$ cat config.mk
export PLATFORM = sky130hd
export DESIGN_NAME = pcseq_top
export DESIGN_NICKNAME = d
export VERILOG_FILES = /design/src/rtl/pcseq_pkg.sv /design/src/rtl/pcseq_ctrl.sv /design/src/rtl/pcseq_fetch.sv /design/src/rtl/pcseq_dp.sv /design/src/rtl/pcseq_top.sv
export SDC_FILE = /design/constraint.sdc
export NUM_CORES = 1
export LEC_CHECK = 0
export BUFFER_PORTS_ARGS = -buffer_cell sky130_fd_sc_hd__clkbuf_2
export CORE_MARGIN = 5
export CORE_UTILIZATION = 44
export CTS_CLUSTER_SIZE = 28
export DETAILED_ROUTE_END_ITERATION = 10
export PLACE_DENSITY_LB_ADDON = 0.05
export RECOVER_POWER = 25
export SLEW_MARGIN = 20
export SYNTH_ARGS = -nofsm -noshare
export SYNTH_HDL_FRONTEND = slang
export SYNTH_HIERARCHICAL = 1
export SYNTH_SLANG_ARGS = --single-unit
$ cat constraint.sdc
create_clock -name clk -period 2.6 [get_ports clk]
set_clock_uncertainty 0.2 [all_clocks]
set_input_delay 0.39 -clock clk [delete_from_list [all_inputs] [get_ports clk]]
set_output_delay 0.39 -clock clk [all_outputs]
set_load 0.02 [all_outputs]
$ cat src/rtl/pcseq_pkg.sv
package pcseq_pkg;

  typedef enum logic [2:0] {
    OP_NOP  = 3'd0,
    OP_STEP = 3'd1,
    OP_JUMP = 3'd2,
    OP_CALL = 3'd3,
    OP_RET  = 3'd4,
    OP_IRQ  = 3'd5
  } seqOp_e;

  // strobes from the control FSM to the datapath
  typedef struct packed {
    logic stepPc;
    logic jumpPc;
    logic forceTop;
    logic capCall;
    logic capIrq;
    logic pushLo;
    logic pushHi;
    logic popHi;
    logic popLo;
    logic popFin;
  } seqStrobe_t;

endpackage

$ cat src/rtl/pcseq_ctrl.sv
module pcseq_ctrl
  import pcseq_pkg::*;
(
  input  logic       clk,
  input  logic       rstN,
  input  logic       cmdValid,
  input  logic [2:0] cmdOp,
  input  logic       spEmpty,
  output logic       busy,
  output seqStrobe_t stb
);

  typedef enum logic [2:0] {
    ST_IDLE,
    ST_PUSH_LO,
    ST_PUSH_HI,
    ST_POP_HI,
    ST_POP_LO,
    ST_POP_FIN
  } seqState_e;

  seqState_e state, stateNxt;

  always_ff @(posedge clk) begin
    if (!rstN) state <= ST_IDLE;
    else       state <= stateNxt;
  end

  always_comb begin
    stb      = '0;
    stateNxt = state;
    unique case (state)
      ST_IDLE: begin
        if (cmdValid) begin
          case (cmdOp)
            OP_STEP: stb.stepPc = 1'b1;
            OP_JUMP: stb.jumpPc = 1'b1;
            OP_CALL: begin
              stb.capCall = 1'b1;
              stateNxt    = ST_PUSH_LO;
            end
            OP_IRQ: begin
              stb.capIrq = 1'b1;
              stateNxt   = ST_PUSH_LO;
            end
            OP_RET: begin
              if (spEmpty) stb.forceTop = 1'b1;
              else         stateNxt     = ST_POP_HI;
            end
            default: ;
          endcase
        end
      end
      ST_PUSH_LO: begin
        stb.pushLo = 1'b1;
        stateNxt   = ST_PUSH_HI;
      end
      ST_PUSH_HI: begin
        stb.pushHi = 1'b1;
        stateNxt   = ST_IDLE;
      end
      ST_POP_HI: begin
        stb.popHi = 1'b1;
        stateNxt  = ST_POP_LO;
      end
      ST_POP_LO: begin
        stb.popLo = 1'b1;
        stateNxt  = ST_POP_FIN;
      end
      ST_POP_FIN: begin
        stb.popFin = 1'b1;
        stateNxt   = ST_IDLE;
      end
      default: stateNxt = ST_IDLE;
    endcase
  end

  assign busy = (state != ST_IDLE);

endmodule

$ cat src/rtl/pcseq_fetch.sv
module pcseq_fetch #(
  parameter int                PC_W      = 15,
  parameter int                D_W       = 8,
  parameter logic [PC_W-1:0]   PROG_LAST = 15'h7FFE
) (
  input  logic [PC_W-1:0] pc,
  input  logic [D_W-1:0]  progData,
  output logic [D_W-1:0]  progWord,
  output logic            trapHit
);

  localparam logic [D_W-1:0] TRAP_OP = '0;

  logic inRange;

  assign inRange  = (pc <= PROG_LAST);
  assign progWord = inRange ? progData : TRAP_OP;
  assign trapHit  = (progWord == TRAP_OP);

endmodule

$ cat src/rtl/pcseq_dp.sv
module pcseq_dp
  import pcseq_pkg::*;
#(
  parameter int              PC_W     = 15,
  parameter int              LO_W     = 8,
  parameter int              D_W      = 8,
  parameter int              A_W      = 8,
  parameter logic [A_W-1:0]  SP_EMPTY = 8'h6F,
  parameter logic [PC_W-1:0] IRQ_VEC  = 15'h00FF
) (
  input  logic            clk,
  input  logic            rstN,
  input  seqStrobe_t      stb,
  input  logic [PC_W-1:0] cmdTarget,
  input  logic [D_W-1:0]  ramRdata,
  output logic [PC_W-1:0] pc,
  output logic [A_W-1:0]  sp,
  output logic            spEmpty,
  output logic            ramWe,
  output logic            ramRe,
  output logic [A_W-1:0]  ramAddr,
  output logic [D_W-1:0]  ramWdata
);

  localparam int              HI_W   = PC_W - LO_W;
  localparam logic [PC_W-1:0] PC_ONE = 1;
  localparam logic [PC_W-1:0] PC_TOP = '1;
  localparam logic [A_W-1:0]  SP_ONE = 1;

  logic [PC_W-1:0] retReg, destReg;
  logic [HI_W-1:0] hiReg;
  logic [D_W-1:0]  loByte, hiByte;
  logic [PC_W-1:0] popPc;

  always_comb begin
    loByte = '0;
    hiByte = '0;
    loByte[LO_W-1:0] = retReg[LO_W-1:0];
    hiByte[HI_W-1:0] = retReg[PC_W-1:LO_W];
  end

  assign popPc = {hiReg, ramRdata[LO_W-1:0]};

  always_ff @(posedge clk) begin
    if (!rstN) begin
      pc      <= '0;
      sp      <= SP_EMPTY;
      retReg  <= '0;
      destReg <= '0;
      hiReg   <= '0;
    end else begin
      if (stb.stepPc)        pc <= pc + PC_ONE;
      else if (stb.jumpPc)   pc <= cmdTarget;
      else if (stb.forceTop) pc <= PC_TOP;
      else if (stb.pushHi)   pc <= destReg;
      else if (stb.popFin)   pc <= popPc;

      if (stb.capCall) begin
        retReg  <= pc + PC_ONE;
        destReg <= cmdTarget;
      end else if (stb.capIrq) begin
        retReg  <= pc;
        destReg <= IRQ_VEC;
      end

      if (stb.pushLo || stb.pushHi)    sp <= sp - SP_ONE;
      else if (stb.popHi || stb.popLo) sp <= sp + SP_ONE;

      if (stb.popLo) hiReg <= ramRdata[HI_W-1:0];
    end
  end

  assign spEmpty  = (sp == SP_EMPTY);
  assign ramWe    = stb.pushLo | stb.pushHi;
  assign ramRe    = stb.popHi | stb.popLo;
  assign ramAddr  = ramRe ? (sp + SP_ONE) : sp;
  assign ramWdata = stb.pushHi ? hiByte : loByte;

endmodule

$ cat src/rtl/pcseq_top.sv
module pcseq_top
  import pcseq_pkg::*;
#(
  parameter int              PC_W      = 15,
  parameter int              LO_W      = 8,
  parameter int              D_W       = 8,
  parameter int              A_W       = 8,
  parameter logic [A_W-1:0]  SP_EMPTY  = 8'h6F,
  parameter logic [PC_W-1:0] IRQ_VEC   = 15'h00FF,
  parameter logic [PC_W-1:0] PROG_LAST = 15'h7FFE
) (
  input  logic            clk,
  input  logic            rstN,
  input  logic            cmdValid,
  input  logic [2:0]      cmdOp,
  input  logic [PC_W-1:0] cmdTarget,
  output logic            busy,
  output logic [PC_W-1:0] fetchAddr,
  input  logic [D_W-1:0]  progData,
  output logic [D_W-1:0]  progWord,
  output logic            trapHit,
  output logic            ramWe,
  output logic            ramRe,
  output logic [A_W-1:0]  ramAddr,
  output logic [D_W-1:0]  ramWdata,
  input  logic [D_W-1:0]  ramRdata,
  output logic [A_W-1:0]  spOut
);

  seqStrobe_t stb;
  logic       spEmpty;

  pcseq_ctrl u_ctrl (
    .clk      (clk),
    .rstN     (rstN),
    .cmdValid (cmdValid),
    .cmdOp    (cmdOp),
    .spEmpty  (spEmpty),
    .busy     (busy),
    .stb      (stb)
  );

  pcseq_dp #(
    .PC_W(PC_W), .LO_W(LO_W), .D_W(D_W), .A_W(A_W),
    .SP_EMPTY(SP_EMPTY), .IRQ_VEC(IRQ_VEC)
  ) u_dp (
    .clk       (clk),
    .rstN      (rstN),
    .stb       (stb),
    .cmdTarget (cmdTarget),
    .ramRdata  (ramRdata),
    .pc        (fetchAddr),
    .sp        (spOut),
    .spEmpty   (spEmpty),
    .ramWe     (ramWe),
    .ramRe     (ramRe),
    .ramAddr   (ramAddr),
    .ramWdata  (ramWdata)
  );

  pcseq_fetch #(
    .PC_W(PC_W), .D_W(D_W), .PROG_LAST(PROG_LAST)
  ) u_fetch (
    .pc       (fetchAddr),
    .progData (progData),
    .progWord (progWord),
    .trapHit  (trapHit)
  );

endmodule

# After elaboration in Yosys (flattened, before gate mapping)
# Cells that the tools add are included.
[word_totals]
word_cells = 67
output_inout_bits = 51
reg_bits = 63
[classes]
addsub = 3
eq_ne = 14
order_cmp = 1
reduce_logical = 10
mux = 31
bitwise_logic = 2
[ops]
columns = ["cell", "count"]
rows = [
  ["15-bit two-way mux", 9],
  ["8-bit two-way mux", 5],
  ["15-bit by 1-bit adder with 15-bit output, second input constant", 1],
  ["15-bit less-or-equal comparator, second input constant", 1],
  ["3-bit by 2-bit == test with 1-bit output, second input constant", 4],
  ["3-bit == test, second input constant", 4],
  ["3-bit one-hot mux with 4 select lines", 1],
  ["1-bit two-way mux", 11],
  ["5-bit two-way mux", 2],
  ["8-bit by 1-bit adder with 8-bit output, second input constant", 1],
  ["8-bit by 7-bit == test with 1-bit output, second input constant", 1],
  ["8-bit zero test", 1],
  ["8-bit by 1-bit subtractor with 8-bit output, second input constant", 1],
  ["3-bit by 1-bit == test with 1-bit output, second input constant", 2],
  ["3-bit two-way mux", 2],
  ["3-bit inequality test, second input constant", 2],
  ["3-bit one-hot mux with 2 select lines", 1],
  ["5-bit nonzero test", 1],
  ["2-bit nonzero test", 2],
  ["3-bit zero test", 1],
  ["3-bit AND reduction", 1],
  ["3-bit nonzero test", 1],
  ["1-bit logical OR", 2],
  ["2-bit inequality test, second input constant", 1],
  ["other kinds (2)", 3],
]

# Depth between registers and ports, before layout
# Gate-level depths: netlist of the first run.
[depth]
depth_word = 8
mapped_depth = 10

# Cells and area by module
# The synthesis of the first run kept the hierarchy.
[modules_own_cells]
columns = ["mod", "area_per_inst_um2", "n_inst", "cells_per_inst"]
rows = [
  ["pcseq_dp", 3512.1, 1, 423],
  ["pcseq_ctrl", 239.0, 1, 31],
  ["pcseq_fetch", 115.1, 1, 16],
]

# Worst setup path before layout of the first run
# Ideal clock, no wire load.
[synth_path]
path_kind = "register to register"
startpoint = "register u_dp.sp[1]"
endpoint = "register u_dp.pc[11]"
path_slack_ps = -270
path_stages_with_launch = 11
t_required_ps = 2280
arrival_time_ps = 2550
setup_time_ps = 120
n_path_buf = 1
path_cell_list = "dfxtp_1 ha_1 nand3_1 nor4_1 nand2_1 nor3_1 nor4_4 and2_1 buf_4 o311a_1 o31a_1"
[synth_rtl]
columns = ["item", "line_no", "rtl"]
rows = [
  ["start: declaration", "pcseq_dp.sv:17", "output logic [A_W-1:0] sp,"],
  ["start signal: assignment", "pcseq_dp.sv:66", "if (stb.pushLo || stb.pushHi) sp <= sp - SP_ONE;"],
  ["start signal: assignment", "pcseq_dp.sv:67", "else if (stb.popHi || stb.popLo) sp <= sp + SP_ONE;"],
  ["end signal: assignment", "pcseq_dp.sv:52", "if (stb.stepPc) pc <= pc + PC_ONE;"],
  ["end signal: assignment", "pcseq_dp.sv:53", "else if (stb.jumpPc) pc <= cmdTarget;"],
  ["end signal: assignment", "pcseq_dp.sv:55", "else if (stb.pushHi) pc <= destReg;"],
  ["end: declaration", "pcseq_dp.sv:16", "output logic [PC_W-1:0] pc,"],
]

# Worst setup path after layout of the first run
[layout_path]
startpoint = "register u_dp.pc[0]"
endpoint = "output trapHit"
[layout_between]
elab_chain_cells = 3
[layout_lines]
columns = ["item", "line_no", "rtl"]
rows = [
  ["15-bit less-or-equal comparator", "pcseq_fetch.sv:16", "assign inRange = (pc <= PROG_LAST);"],
  ["8-bit two-way mux", "pcseq_fetch.sv:17", "assign progWord = inRange ? progData : TRAP_OP;"],
  ["8-bit zero test", "pcseq_fetch.sv:18", "assign trapHit = (progWord == TRAP_OP);"],
  ["end: declaration", "pcseq_top.sv:21", "output logic trapHit,"],
]
# Every way passes these cells.

==> results of run 1 <==
[area by class of cell]
| class | count | area (um^2) | area share |
|---|---|---|---|
| clock buffers | 11 | 141 | 0.0293 |
| flip-flops and latches | 63 | 1270 | 0.262 |
| multi-input cells | 347 | 2430 | 0.503 |
| well taps | 108 | 135 | 0.0280 |
| repair buffers | 119 | 678 | 0.141 |
| clock inverters | 5 | 81.3 | 0.0169 |
| inverters | 25 | 93.8 | 0.0195 |
[worst paths after layout]
check	startpoint	endpoint	cells past startpoint
worst max-delay path	u_dp/pc[0]	trapHit	5
worst min-delay path	ramRdata[0]	u_dp/hiReg[0]	3
worst max register to register	u_dp/sp[0]	u_dp/pc[11]	9
worst min register to register	u_dp/retReg[10]	u_dp/retReg[10]	2
[synth_stat cells (6+ instances only)]
cell / number / share of area
nand4_1: 8 / 0.013
buf_2: 9 / 0.012
clkbuf_1: 18 / 0.017
a31oi_1: 10 / 0.016
o21ai_0: 22 / 0.028
nor2_1: 37 / 0.036
nor3_1: 24 / 0.031
mux2_2: 10 / 0.029
dfxtp_1: 63 / 0.33
xor2_1: 6 / 0.014
nor2b_1: 12 / 0.019
a221oi_1: 7 / 0.016
o31a_1: 6 / 0.014
and3_1: 6 / 0.0097
inv_1: 24 / 0.023
a221o_1: 8 / 0.021
mux2i_1: 24 / 0.062
and2_1: 6 / 0.0097
nor4_1: 13 / 0.021
nand3_1: 14 / 0.018
nor3b_1: 11 / 0.021
a21oi_1: 24 / 0.031
nand2_1: 26 / 0.025
a211oi_1: 13 / 0.025
[cells by family (layout without fill, tap and decap cells)]
group | after synthesis | after routing | synth area share
AO/OA/AOI/OAI | 122 | 122 | 0.225
XOR/XNOR | 10 | 10 | 0.0227
adder cells (fa/ha/maj) | 3 | 3 | 0.00971
buffers and inverters | 60 | 160 | 0.0670
flip-flops | 63 | 63 | 0.326
multiplexers | 34 | 34 | 0.0913
AND/OR/NAND/NOR | 178 | 178 | 0.258
[flip-flops by register name, indices dropped and copies added, names as in the netlist]
name,flops
u_ctrl/state,3
u_dp/destReg,15
u_dp/retReg,15
u_dp/hiReg,7
u_dp/pc,15
u_dp/sp,8
[report_power, final]
| part | total (mW) | internal (mW) | switching [mW] | leakage (nW) |
|---|---|---|---|---|
| Combinational | 0.332 | 0.133 | 0.199 | 1.32 |
| Sequential | 1.03 | 0.992 | 0.0338 | 0.511 |
| Clock | 0.957 | 0.566 | 0.391 | 0.110 |
| Total | 2.31 | 1.69 | 0.624 | 1.94 |
[critical path, stage by stage (launching register included)]
cell	delay, ns
dfxtp_1	0.58
nand4_1	0.24
nor4_4	0.30
buf_4	0.21
a21o_1	0.09
clkbuf_2	0.16
[timing repair]
item	CTS	global route
buffers inserted	0	1
gates resized for setup	2	14
pin swaps	1	1
setup endpoints to repair	9	34
[metal layers]
layer  global-route usage  routed length [um]
met4               0.0638                 276
met2                0.338                5420
met5                    0                   0
met3               0.0417                 797
met1                0.295                5230
[through the flow]
| stage | setup TNS [ns] | cell area [um^2] |
|---|---|---|
| 2_1_floorplan | 0 | 3880 |
| 3_3_place_gp | 0 | 4560 |
| 3_5_place_dp | 0 | 4560 |
| 4_1_cts | 0 | 4800 |
| 5_1_grt | -0.0338 | 4820 |
| 6_report | 0 | 4820 |
==> results.json, run 1 <==
{
  "outcome": "completed",
  "slew_violations": 0,
  "setup_viol_count_final": 0,
  "clockBufferDepth": 2,
  "routed_wl_mm": 11.7,
  "ys.flop_type": "dfxtp_1",
  "clk_latency_ns": 0.34,
  "final_layout_size_suffix_gt1_frac": 0.274,
  "root_buffer": "clkbuf_8",
  "die_h_um": 104,
  "grt_max_degree": 46,
  "first_pass_iters": 5,
  "wl_per_cell_um": 17.3,
  "dieWidth_um": 104,
  "hold_viol": 0,
  "min_period_ns": 2.50,
  "place_hpwl_mm": 8.72,
  "layout_common_cells": "clkbuf_2 (68), dfxtp_1 (59), nor2_1 (34)",
  "syn_nets": 510,
  "period_share": 0.961,
  "ios": 88,
  "p_leak_nw": 1.94,
  "ctsHoldBuffers": 0,
  "cp-start-kind": "flip-flop",
  "dp_slack_ns": 0.0683,
  "arrival_ns": 1.91,
  "total_power_mw": 2.31,
  "instances_no_fill": 678,
  "fin_util": 0.559,
  "fin_nets": 605,
  "viasPerCell": 5.86,
  "max_freq_mhz": 400,
  "die_area_um2": 10800,
  "cts_buffers": 9,
  "antenna_found_initial": 0,
  "portBuffers": 87,
  "cts_sinks": 63,
  "grtUsageTotal": 0.214,
  "grt_pass1_vias": 3788,
  "drv_cap": 0,
  "yosys_warnings": 6,
  "synthesis.area_um2": 3870,
  "avgSynthCellArea_um2": 8.23,
  "ys_seq_area_frac": 0.326,
  "core_area_um2": 8640,
  "num_antenna_cells": 0,
  "async_flop_share": 0,
  "final_common_cell": "clkbuf_2",
  "fin_ws_ns": 0.103,
  "cp_max_fo": 10,
  "area_growth_pct": 24.8,
  "place_inst": 661,
  "n_fill_cell": 825,
  "worst_pin_slew_ns": 0.859,
  "critPathRequiredTime_ns": 2.01,
  "start_util": 0.448,
  "cts.clk_slew.worst_paths_ns": 0.07,
  "drt_iter0_drc": 375,
  "place.gp.congestion": 0.937,
  "cts_tree": "built",
  "ant_nets": 0,
  "gr-total-overflow": 0,
  "ir_worst_vdd_v": 0.000239,
  "power-per-cell-area_nw_per_um2": 480,
  "h-tree-depth": 3,
  "r2r_slack_ns": 0.13,
  "path_class": "flip-flop to primary output",
  "synth_cell_type_count": 63,
  "drc_errors": 0,
  "ys_ff_latch": 63,
  "worstHoldPathType": "input pin to flip-flop",
  "slew_headroom": 0.425,
  "vias": 3975,
  "syn_inst": 470,
  "hold-worst-slack_ns": 0.106,
  "grt_pass1_wl_mm": 19.4,
  "rows": 34,
  "synth_edf_count": 0,
  "cp-end-kind": "primary output"
}
No activity file was read; power rests on OpenSTA's default activity.
==> run 2, diff against run 1 <==
CELL_PAD_IN_SITES_DETAIL_PLACEMENT = 0   (was unset)
CELL_PAD_IN_SITES_GLOBAL_PLACEMENT = 2   (was unset)
CORE_UTILIZATION = 28   (was 44)
==> run 2 against run 1 <==
  * Critical path depth down 1
  * Clock power up 26%
  * Core utilization down 20 points
  * Die area up 51%
  * Worst hold slack worse by 0.0057 ns
  * Largest cell class unchanged
  * Largest power group is now clock
==> results.json, run 2 (same netlist as run 1, synthesis figures left out) <==
{
  "first_pass_iters": 5,
  "routed_wl_mm": 13.5,
  "start_util": 0.282,
  "drv_cap": 0,
  "final_layout_size_suffix_gt1_frac": 0.301,
  "p_leak_nw": 2.02,
  "ant_nets": 0,
  "place_hpwl_mm": 10.3,
  "wl_per_cell_um": 17.9,
  "clk_latency_ns": 0.34,
  "tns_ns": 0,
  "viasPerCell": 5.25,
  "slew_violations": 0,
  "layout_common_cells": "clkbuf_2 (84), dfxtp_1 (57), nor2_1 (33)",
  "worstSetupEndpoint": "ramWdata[5]",
  "core_area_um2": 13700,
  "drc_errors": 0,
  "setup_viol_count_final": 0,
  "ctsHoldBuffers": 0,
  "regArea_um2": 1270,
  "crit_chain": "nor3b_4 -> buf_6 -> mux2_2 -> clkbuf_2",
  "portBuffers": 87,
  "drt_iter0_drc": 264,
  "cts_buffers": 9,
  "cp-start-kind": "flip-flop",
  "grt_pass1_wl_mm": 21.6,
  "outcome": "completed",
  "final_common_cell": "clkbuf_2",
  "slew_headroom": 0.428,
  "dieWidth_um": 128,
  "rows": 43,
  "power-per-cell-area_nw_per_um2": 517,
  "grt_pass1_vias": 3833,
  "gr-total-overflow": 0,
  "clockBufferDepth": 2,
  "top_regs": "u_dp/destReg x15, u_dp/pc x15, u_dp/retReg x15",
  "cp_max_fo": 17,
  "antenna_found_initial": 0,
  "area_growth_pct": 28.8,
  "period_share": 0.964,
  "hold_viol": 0,
  "worstHoldPathType": "input pin to flip-flop",
  "cp-startpoint": "u_ctrl/state[1]",
  "ios": 88,
  "path_class": "flip-flop to primary output",
  "num_antenna_cells": 0,
  "root_buffer": "clkbuf_16",
  "place.gp.congestion": 0.823,
  "r2r_cells": 8,
  "ir_worst_vdd_v": 0.000348,
  "n_fill_cell": 1451,
  "post_cts_buffers": 0,
  "cts_sinks": 63,
  "die_area_um2": 16300,
  "r2r_end": "u_dp/pc[11]",
  "arrival_ns": 1.92,
  "grt_max_degree": 36,
  "cp-end-kind": "primary output",
  "fin_nets": 606,
  "min_period_ns": 2.51,
  "h-tree-depth": 3,
  "rsz0062_at_grt": "no",
  "worst_pin_slew_ns": 0.855,
  "max_freq_mhz": 399,
  "die_h_um": 128,
  "cts.clk_slew.worst_paths_ns": 0.06,
  "worst_path_max_delay_cell": "dfxtp_1",
  "grtUsageTotal": 0.169,
  "vias": 3945,
  "total_power_mw": 2.58,
  "critPathRequiredTime_ns": 2.01,
  "cts_tree": "built",
  "max_stage_delay_ns": 0.42,
  "reg2reg_from": "u_dp/sp[6]",
  "multi_input_area_um2": 2420,
  "r2r_slack_ns": 0.17
}
## run 2: final cells by class
cell class | instances | area share
timing repair buffer | 120 | 0.136
inverter | 25 | 0.0188
clock buffer | 12 | 0.0495
multi-input combinational | 347 | 0.486
sequential | 63 | 0.255
clock inverter | 4 | 0.00904
tap | 180 | 0.0452
## run 2: through the flow
step / utilization / hold WS [ns] / setup WS, ns / cell area (um^2) / std cells
2_1_floorplan: - / 0.243 / 0.0150 / 3880 / 470
3_3_place_gp: 0.339 / 0.266 / 0.105 / 4640 / 735
3_5_place_dp: 0.339 / 0.264 / 0.0120 / 4640 / 735
4_1_cts: 0.361 / 0.0811 / 0.00846 / 4950 / 751
5_1_grt: 0.363 / 0.113 / 0.00163 / 4980 / 751
6_report: 0.363 / 0.101 / 0.0931 / 4980 / 751
## run 2: where the power goes
group	switching, mW	leakage, nW	internal, mW	total [mW]
Combinational	0.202	1.36	0.133	0.336
Clock	0.446	0.146	0.763	1.21
Sequential	0.0365	0.512	0.994	1.03
## run 2: critical path: cells and delay by family (launching register included)
kind / cells / cell delay [ns]
buffers and inverters: 2 / 0.44
DFF: 1 / 0.42
muxes: 1 / 0.36
and+or+nand+nor: 1 / 0.34
## run 2: per-layer routing
metal | wire length [um] | part of all wire | vias to the layer above | GRT usage
li1 | - | - | 1939 | -
met1 | 6460 | 0.48 | 1869 | 0.234
met2 | 6070 | 0.45 | 118 | 0.257
met3 | 690 | 0.051 | 19 | 0.0401
met4 | 254 | 0.019 | 0 | 0.0587
met5 | 0 | 0 | - | 0
## run 2: worst min-delay path by stage
stage	startpoint	end	slack, ns	cells after the start
final	cmdTarget[8]	u_dp/destReg[8]	0.10	3
after global routing	cmdTarget[10]	u_dp/destReg[10]	0.11	3
after floorplan	u_dp/retReg[13]	u_dp/retReg[13]	0.24	2
after CTS	cmdTarget[8]	u_dp/destReg[8]	0.08	3
after detailed placement	u_dp/retReg[13]	u_dp/retReg[13]	0.26	2
after global placement	u_dp/retReg[13]	u_dp/retReg[13]	0.27	2
## run 2: timing repair
item | 4_1_cts | 5_1_grt
setup endpoints to repair | 4 | 22
resized for setup | 3 | 15
pin swaps | 0 | 1
==> run 3, diff against run 2 <==
ABC_AREA = 1   (was unset)
CORE_MARGIN = 2   (was 5)
CORE_UTILIZATION = 26   (was 28)
==> run 3 against run 2 <==
  * Design area is essentially flat
  * Register-to-register slack improved by 0.06 ns
  * Power increased by 27%
  * Fmax grew 2.0%
  * Largest cell class unchanged
  * Highest routed layer unchanged
==> results.json, run 3 <==
{
  "drt_iter0_drc": 296,
  "cts.clk_slew.worst_paths_ns": 0.05,
  "hold_viol": 0,
  "cp-start-kind": "flip-flop",
  "rows": 44,
  "cts_sinks": 63,
  "die_area_um2": 16000,
  "async_flop_share": 0,
  "ys_seq_area_frac": 0.322,
  "avgSynthCellArea_um2": 6.39,
  "slew_violations": 0,
  "place_hpwl_mm": 10.9,
  "max_freq_mhz": 407,
  "grt_pass1_vias": 4044,
  "ios": 88,
  "vias": 4301,
  "fin_ws_ns": 0.142,
  "worstHoldPathType": "input pin to flip-flop",
  "cts_tree": "built",
  "synth.top_cell.area_share": 0.322,
  "yosysMostFrequentCell": "nand2_1",
  "ant_nets": 0,
  "area_growth_pct": 27.4,
  "gr-total-overflow": 0,
  "slew_headroom": 0.606,
  "grt_max_degree": 40,
  "layout_common_cells": "nand2_1 (149), inv_1 (71), clkbuf_2 (67)",
  "place.gp.congestion": 0.775,
  "core_area_um2": 14600,
  "total_power_mw": 3.27,
  "cp-startpoint": "u_ctrl/state[1]",
  "outcome": "completed",
  "cp_max_fo": 15,
  "antenna_found_initial": 0,
  "synth_commonest_cells": "nand2_1 (149), inv_1 (72), nor2_1 (68), dfxtp_1 (63), a21oi_1 (53)",
  "num_antenna_cells": 0,
  "p_leak_nw": 2.22,
  "fin_util": 0.342,
  "wl_per_cell_um": 16.3,
  "yosysTopAreaCell": "dfxtp_1",
  "clockBufferDepth": 2,
  "synthesis.area_um2": 3910,
  "start_util": 0.268,
  "syn_inst": 612,
  "ys_ff_latch": 63,
  "yosys_warnings": 6,
  "setup_viol_count_final": 0,
  "synthTopCellsByArea": "dfxtp_1 (32%), nand2_1 (14%), inv_1 (6.9%)",
  "ir_worst_vdd_v": 0.000351,
  "critPathRequiredTime_ns": 2.01,
  "syn_nets": 652,
  "grt_pass1_wl_mm": 22.3,
  "worst_pin_slew_ns": 0.590,
  "synth_edf_count": 0,
  "dieWidth_um": 127,
  "cts_buffers": 9,
  "power-per-cell-area_nw_per_um2": 655,
  "arrival_ns": 1.87,
  "die_h_um": 127,
  "final_layout_size_suffix_gt1_frac": 0.212,
  "drv_cap": 0,
  "synth_cell_type_count": 37,
  "period_share": 0.945,
  "portBuffers": 87,
  "holdCritStartpoint": "ramRdata[4]",
  "h-tree-depth": 3,
  "viasPerCell": 4.77,
  "clk_latency_ns": 0.34,
  "first_pass_iters": 8,
  "ys.flop_type": "dfxtp_1",
  "reg2reg_from": "u_dp/sp[1]",
  "path_class": "flip-flop to primary output",
  "root_buffer": "clkbuf_16",
  "dp_slack_ns": 0.138,
  "min_period_ns": 2.46,
  "cp-end-kind": "primary output",
  "tns_ns": 0,
  "fin_nets": 753,
  "drc_errors": 0,
  "grtUsageTotal": 0.182,
  "routed_wl_mm": 14.7,
  "top_regs": "u_dp/destReg x15, u_dp/pc x15, u_dp/retReg x15",
  "final_common_cell": "nand2_1"
}
[run 3: changes by cell type in the layout (fill, tap and decap cells not counted), moves of 12 or more]
cell,before,now
clkbuf_1,6,22
mux2i_1,24,0
nor2b_1,12,0
nor4_1,12,0
a211oi_1,13,0
o21ai_0,22,47
clkbuf_2,84,67
nand2_1,25,149
nand3_1,14,49
inv_1,24,71
nor2_1,33,66
a21oi_1,24,53
nor3_1,20,2
[run 3: power by group]
group / internal (mW) / switching [mW]
Clock: 0.963 / 0.474
Sequential: 1.03 / 0.0677
Combinational: 0.242 / 0.488
Total: 2.24 / 1.03
[run 3: worst max-delay path, cell delays in order (launching register included)]
cell      delay, ns
dfxtp_1        0.35
nor2_1         0.21
nand2_1        0.09
inv_1          0.12
nor2_4         0.07
inv_4          0.15
nand3_1        0.16
xor2_1         0.17
inv_1          0.05
clkbuf_2       0.15
[run 3: metal layers]
| metal | global-route usage | up-vias | wire length, um |
|---|---|---|---|
| li1 | - | 2194 | - |
| met1 | 0.230 | 1998 | 6700 |
| met2 | 0.308 | 97 | 7200 |
| met3 | 0.0493 | 12 | 603 |
| met4 | 0.0427 | 0 | 184 |
| met5 | 0 | - | 0 |
[run 3: kinds of logic (layout without fill, tap and decap cells)]
group,after synthesis,count (layout),share of synthesized area
xor gates and xnor gates,13,13,0.0291
buffers and inverters,106,212,0.117
DFF,63,63,0.322
adders and majority gates,3,3,0.00960
and+or+nand+nor,295,295,0.329
AOI/OAI and AO/OA,132,132,0.193
[run 3: repair_timing]
| action | CTS | global route |
|---|---|---|
| pin swaps | 0 | 1 |
| hold buffers | 0 | 0 |
| cloned | 0 | 1 |
| setup buffers | 0 | 3 |
| gates resized for setup | 1 | 8 |
| setup endpoints to repair | 2 | 17 |
[run 3: area by class of cell]
cell class              instances  area (um^2)
repair buffers                114          613
clock inverters                 5          105
inverters                      81          313
fillers                      1598         9600
multi-input cells             443         2210
well taps                     184          230
repair inverters                1         7.51
flip-flops and latches         63         1260
clock buffers                  11          243
[run 3: worst paths after layout]
kind | endpoint | slack (ns) | depth (start not counted)
worst max-delay path | ramAddr[6] | 0.14 | 9
worst min-delay path | u_dp/hiReg[4] | 0.10 | 3
worst max register to register | u_dp/pc[10] | 0.23 | 12
worst min register to register | u_dp/destReg[12] | 0.27 | 2
[run 3: through the flow]
stage                     cells  hold slack [ns]  instance area [um^2]
after floorplan             612            0.239                  3910
after global placement      882            0.251                  4610
after detailed placement    882            0.262                  4610
after CTS                   898           0.0873                  4960
after global routing        902            0.102                  4980
final                       902            0.103                  4980
